===== src/rtl/sfm_pkg.sv =====
package sfm_pkg;

    localparam int CHAR_W = 8;
    localparam int CNT_W  = $clog2(CHAR_W) + 1;

    localparam logic [2:0] MD_PLAIN = 3'b000;
    localparam logic [2:0] MD_LOOP  = 3'b001;
    localparam logic [2:0] MD_FRAME = 3'b010;

    typedef struct packed {
        logic [2:0] mode;
        logic [2:0] len;
        logic       ss_oe;
        logic       ss_pol;
    } cfg_t;

    typedef enum logic [1:0] {
        ST_IDLE  = 2'd0,
        ST_LEAD  = 2'd1,
        ST_SHIFT = 2'd2,
        ST_CLOSE = 2'd3
    } state_t;

endpackage


===== src/rtl/sfm_tick.sv =====
module sfm_tick #(
    parameter int HALF_DIV = 2
) (
    input  logic clk,
    input  logic rst_n,
    input  logic run,
    output logic tick
);
    localparam int CW = (HALF_DIV > 1) ? $clog2(HALF_DIV) : 1;

    logic [CW-1:0] cnt;

    assign tick = run && (cnt == CW'(HALF_DIV - 1));

    always_ff @(posedge clk) begin
        if (!rst_n || !run || tick)
            cnt <= '0;
        else
            cnt <= cnt + 1'b1;
    end
endmodule


===== src/rtl/sfm_shift.sv =====
module sfm_shift
    import sfm_pkg::*;
(
    input  logic              clk,
    input  logic              rst_n,
    input  logic              load,
    input  logic [CHAR_W-1:0] load_data,
    input  logic [CNT_W-1:0]  nbits,
    input  logic              sample,
    input  logic              advance,
    input  logic              sin,
    output logic              sout,
    output logic [CHAR_W-1:0] rx_word
);
    logic [CHAR_W-1:0] tx_sh;
    logic [CHAR_W-1:0] rx_sh;
    logic [CNT_W-1:0]  pad;

    assign pad     = CNT_W'(CHAR_W) - nbits;
    assign sout    = tx_sh[CHAR_W-1];
    assign rx_word = rx_sh & ({CHAR_W{1'b1}} >> pad);

    always_ff @(posedge clk) begin
        if (!rst_n) begin
            tx_sh <= '0;
        end else if (load) begin
            tx_sh <= load_data << pad;
        end else if (advance) begin
            tx_sh <= {tx_sh[CHAR_W-2:0], 1'b0};
        end
    end

    always_ff @(posedge clk) begin
        if (!rst_n)
            rx_sh <= '0;
        else if (sample)
            rx_sh <= {rx_sh[CHAR_W-2:0], sin};
    end
endmodule


===== src/rtl/spi_frame_master.sv =====
module spi_frame_master
    import sfm_pkg::*;
#(
    parameter int HALF_DIV = 2
) (
    input  logic              clk,
    input  logic              rst_n,
    input  logic              cfg_we,
    input  logic [7:0]        cfg_wdata,
    input  logic              ssv_we,
    input  logic              ssv_wdata,
    input  logic              tx_we,
    input  logic [CHAR_W-1:0] tx_wdata,
    output logic              tx_ready,
    output logic              sck,
    output logic              mosi,
    input  logic              miso,
    output logic              ss,
    output logic [CHAR_W-1:0] rx_data,
    output logic              rx_valid,
    output logic              tx_underrun
);
    cfg_t              cfg;
    state_t            state, nxt;
    logic              ssv, ss_frm, sck_r;
    logic              hold_vld, hold_ssv;
    logic [CHAR_W-1:0] hold_data;
    logic [CNT_W-1:0]  bit_cnt, nbits;
    logic              tick, rise, fall, last, run;
    logic              load, sample, advance, done;
    logic              sout, sin;
    logic [CHAR_W-1:0] rx_word;
    logic              is_loop, is_frame, ssv_now;
    logic [2:0]        cfg_mode;
    logic              st_idle, st_close;

    assign cfg_mode = cfg.mode;
    assign is_loop  = (cfg.mode == MD_LOOP);
    assign is_frame = (cfg.mode == MD_FRAME);
    assign nbits    = (cfg.len == 3'd0) ? CNT_W'(CHAR_W) : CNT_W'(cfg.len);
    assign run      = (state == ST_LEAD) || (state == ST_SHIFT);
    assign st_idle  = (state == ST_IDLE);
    assign st_close = (state == ST_CLOSE);
    assign rise     = tick && !sck_r;
    assign fall     = tick && sck_r;
    assign last     = (bit_cnt == nbits - 1'b1);
    assign sample   = (state == ST_SHIFT) && rise;
    assign advance  = (state == ST_SHIFT) && fall && !last;
    assign done     = (state == ST_SHIFT) && fall && last;
    assign sin      = is_loop ? sout : miso;
    assign ssv_now  = ssv_we ? ssv_wdata : ssv;

    sfm_tick #(.HALF_DIV(HALF_DIV)) u_tick (
        .clk(clk), .rst_n(rst_n), .run(run), .tick(tick)
    );

    sfm_shift u_shift (
        .clk(clk), .rst_n(rst_n), .load(load), .load_data(hold_data),
        .nbits(nbits), .sample(sample), .advance(advance), .sin(sin),
        .sout(sout), .rx_word(rx_word)
    );

    // next-state logic
    always_comb begin
        nxt  = state;
        load = 1'b0;
        unique case (state)
            ST_IDLE: begin
                if (hold_vld) begin
                    load = 1'b1;
                    nxt  = is_frame ? ST_LEAD : ST_SHIFT;
                end
            end
            ST_LEAD: begin
                if (fall) nxt = ST_SHIFT;
            end
            ST_SHIFT: begin
                if (done) begin
                    if (hold_vld) begin
                        load = 1'b1;
                        nxt  = ST_SHIFT;
                    end else begin
                        nxt = is_frame ? ST_IDLE : ST_CLOSE;
                    end
                end
            end
            ST_CLOSE: nxt = ST_IDLE;
            default:  nxt = ST_IDLE;
        endcase
    end

    // state register
    always_ff @(posedge clk) begin
        if (!rst_n) state <= ST_IDLE;
        else        state <= nxt;
    end

    // registered outputs and datapath
    always_ff @(posedge clk) begin
        if (!rst_n) begin
            cfg         <= '0;
            ssv         <= 1'b0;
            ss_frm      <= 1'b0;
            sck_r       <= 1'b0;
            hold_vld    <= 1'b0;
            hold_ssv    <= 1'b0;
            hold_data   <= '0;
            bit_cnt     <= '0;
            rx_data     <= '0;
            rx_valid    <= 1'b0;
            tx_underrun <= 1'b0;
        end else begin
            if (cfg_we) cfg <= cfg_t'(cfg_wdata);

            if (state == ST_CLOSE)  ssv <= 1'b0;
            else if (ssv_we)        ssv <= ssv_wdata;

            if (load) hold_vld <= 1'b0;
            if (tx_we && !hold_vld) begin
                hold_vld  <= 1'b1;
                hold_data <= tx_wdata;
                hold_ssv  <= ssv_now;
            end

            if (!run)      sck_r <= 1'b0;
            else if (tick) sck_r <= ~sck_r;

            if (load)         bit_cnt <= '0;
            else if (advance) bit_cnt <= bit_cnt + 1'b1;

            if (is_frame && hold_vld) begin
                if (state == ST_IDLE)
                    ss_frm <= hold_ssv;
                else if (advance && (bit_cnt + 1'b1 == nbits - 1'b1))
                    ss_frm <= hold_ssv;
            end

            rx_valid    <= done;
            tx_underrun <= done && is_frame && !hold_vld;
            if (done) rx_data <= rx_word;
        end
    end

    // pin drive
    always_comb begin
        tx_ready = !hold_vld;
        sck      = is_loop ? 1'b0 : sck_r;
        mosi     = (run && !is_loop) ? sout : 1'b0;
        if (!cfg.ss_oe || is_loop) ss = cfg.ss_pol;
        else if (is_frame)         ss = ss_frm ^ cfg.ss_pol;
        else                       ss = ssv ^ cfg.ss_pol;
    end
endmodule


===== config.mk =====
export PLATFORM = sky130hd
export DESIGN_NAME = spi_frame_master
export DESIGN_NICKNAME = d
export VERILOG_FILES = /design/src/rtl/sfm_pkg.sv /design/src/rtl/sfm_tick.sv /design/src/rtl/sfm_shift.sv /design/src/rtl/spi_frame_master.sv
export SDC_FILE = /design/constraint.sdc
export NUM_CORES = 1
export LEC_CHECK = 0
export CELL_PAD_IN_SITES_DETAIL_PLACEMENT = 1
export CELL_PAD_IN_SITES_GLOBAL_PLACEMENT = 1
export CORE_MARGIN = 5
export CORE_UTILIZATION = 44
export CTS_CLUSTER_SIZE = 30
export DETAILED_ROUTE_END_ITERATION = 6
export GPL_ROUTABILITY_DRIVEN = 0
export GPL_TIMING_DRIVEN = 0
export PLACE_DENSITY = 0.86
export SKIP_CTS_REPAIR_TIMING = 1
export SLEW_MARGIN = 40
export SYNTH_ARGS = -nofsm -noshare
export SYNTH_HDL_FRONTEND = slang
export SYNTH_SLANG_ARGS = --single-unit

===== constraint.sdc =====
create_clock -name clk -period 7.4 [get_ports clk]
set_clock_uncertainty 0.05 [all_clocks]
set_input_delay 1.48 -clock clk [delete_from_list [all_inputs] [get_ports clk]]
set_output_delay 1.48 -clock clk [all_outputs]
set_load 0.01 [all_outputs]

==> run metrics <==
CTS sink cnt 54; 1st-iter DRT viols 103; GRT Residual Overflow 0; htree depth 2; Final WS setup 3.56 ns; Final Max Slew Viols 0; RSZ-0062 raised after global routing false; GR met3 Demand/Resource 0.0323; Via Count 2,226; synth top area cells dfxtp_1, mux2i_1, nand2_1, a21oi_1, ha_1; Comb power frac 0.210; largest net degree at the start of global routing 17; crit path DAT 2.31 ns; routing usage on met1 0.221; Synth area leader dfxtp_1; Cell variety after synth 49; Pleak 0.00121 uW; Core ar. 5820 um^2; initial antenna violation count 0; post-layout util 0.540; TNS Setup 0 ns; worst vdd ir 108 uV; global-route wire length before repair 11,000 um; DR WL/cell 16.1 um; first-pass iteration count of the detailed router 4; All-Layer GR Usage 0.187; worst slew pin tran 0.621 ns; final WL 6690 um; Post-synth EDFFs 0; Slew HR 0.586; post-route antenna net violation count 0; vias per inst 5.34; Rows 28; Die X 86.8 um; Final min period 3.84 ns; drc violations 0; outcome finished, final reports clean; final critical-path share of the clock period 0.519; fmax 0.260 GHz; asr flop ratio synth 0; Critical Path Fanout Max 6; Die Y 86.8 um; vias in the first global route 2,300; Sw Share 0.297; Post-Synthesis Cells 299; worst min-delay path class reg2reg; starting density of the core 0.446; dpl ws 3.62 ns; port bufs 35; Synth warnings 0; hpwl dp 5100 um; final hold vios 0; layer with the highest usage met2; ANT cells 0; sequential cell area 1080 um^2; register bit count reported by yosys 54; layout cells sized above 1 0.0760; CTS tree yes; Synth Flop Type dfxtp_1; CP Capture Type primary output; sequential cell area fraction in the yosys report 0.416; Fill cells 740; Layout area overhead 21.0%; syn avg cell area 8.68 um^2; met2 Track Usage GR 0.337; die area 7540 um^2; root buf cell clkbuf_8; clk slew on worst S/H paths 0.10 ns; Power Density 202 nW/um^2; nets 372; P_sw 188 uW; Cell Area, Synth 2600 um^2; critical path launch point type flip-flop; Reg power frac 0.517; # setup viols final 0; multi-input logic area 1410 um^2; clock network fraction of total power 0.273; Pint 445 uW; Synth Net Count 330; Yosys top cell area share 0.416; WP data required 5.87 ns; I/O Pins 37; max cap viols 0; clock latency on the worst-skew pair 0.31 ns; CTS buffer count 5; CP Class reg2out; CTS max path bufs 2
worst paths after layout:
path / startpoint / endpoint / slack [ns] / depth (start not counted)
worst max-delay path: cfg_mode[0] / ss / 3.56 / 5
worst min-delay path: rx_data[7] / rx_data[7] / 0.41 / 2
worst max register to register: cfg[2] / state[0] / 4.51 / 11
worst min register to register: rx_data[7] / rx_data[7] / 0.41 / 2
kinds of logic after synthesis:
group,synth area share
muxes,0.123
and+or+nand+nor,0.207
DFF,0.416
xor gates and xnor gates,0.0400
adders and majority gates,0.0386
buffers and inverters,0.0443
AOI/OAI and AO/OA,0.131
Yosys cell counts, types with 2 or more instances:
cell type,instances
mux2_2,3
o22ai_1,2
nor2b_1,3
mux4_2,2
xnor2_1,8
mux2i_1,24
nand2b_1,2
inv_1,9
clkbuf_1,9
buf_1,2
xor2_1,2
and3_1,3
nor3_1,3
dfxtp_1,54
nand3_1,10
o21ai_1,4
and2_1,3
o211ai_1,2
nand2_1,55
nand3b_1,2
a211oi_1,4
a21oi_1,31
buf_4,2
o21a_1,3
ha_1,8
nor2_1,25
buf_2,2
power by group through the flow:
stage	logic (uW)	registers [uW]	clock network, uW
3_3_place_gp	127	333	0
4_1_cts	134	327	178
5_1_grt	145	331	193
3_5_place_dp	132	334	0
6_report	133	327	173
2_1_floorplan	92.8	328	0
metal layers:
layer,vias to the layer above,wire length (um)
met3,6,213
met5,-,0
met1,1082,2960
li1,1108,-
met4,0,118
met2,30,3400
through the flow:
step           power, uW  cell area [um^2]  hold WS, ns  instances
2_1_floorplan        421              2600        0.381        299
3_3_place_gp         460              3040        0.392        409
3_5_place_dp         466              3040        0.402        409
4_1_cts              639              3140        0.416        417
5_1_grt              669              3140        0.436        417
6_report             633              3140        0.410        417
registers in the layout (all words and copies together), names as in the netlist, 2 cells and up:
| name | count |
|---|---|
| bit_cnt | 4 |
| cfg | 5 |
| cfg_mode | 3 |
| hold_data | 8 |
| rx_data | 8 |
| state | 2 |
| u_shift.rx_sh | 8 |
| u_shift.tx_sh | 8 |
final cells by class:
| class | count | area share |
|---|---|---|
| Multi-Input combinational cell | 219 | 0.447 |
| Inverter | 10 | 0.0120 |
| Clock inverter | 2 | 0.00398 |
| Sequential cell | 54 | 0.344 |
| Tap cell | 75 | 0.0299 |
| Timing Repair Buffer | 35 | 0.112 |
| Buffer | 16 | 0.0247 |
| Clock buffer | 6 | 0.0263 |
placed cells by master (no fill, tap or decap), types with 3 or more instances in the layout:
cell type	netlist	routed
mux2_2	3	3
a21oi_1	31	31
o21a_1	3	3
inv_1	9	9
dfxtp_1	54	54
xnor2_1	8	8
nor2b_1	3	3
nand3_1	10	10
clkbuf_1	9	9
clkbuf_8	0	6
nor2_1	25	25
nor3_1	3	3
o21ai_1	4	4
ha_1	8	8
and3_1	3	3
clkdlybuf4s50_1	0	35
a211oi_1	4	4
nand2_1	55	55
mux2i_1	24	24
and2_1	3	3
critical path: stages (launching register included):
cell and delay, ns:
dfxtp_1 0.35, nor3b_2 0.44, mux2_2 0.40, nand3_1 0.10
xnor2_1 0.14, clkdlybuf4s50_1 0.56
No activity file was read; power rests on OpenSTA's default activity.
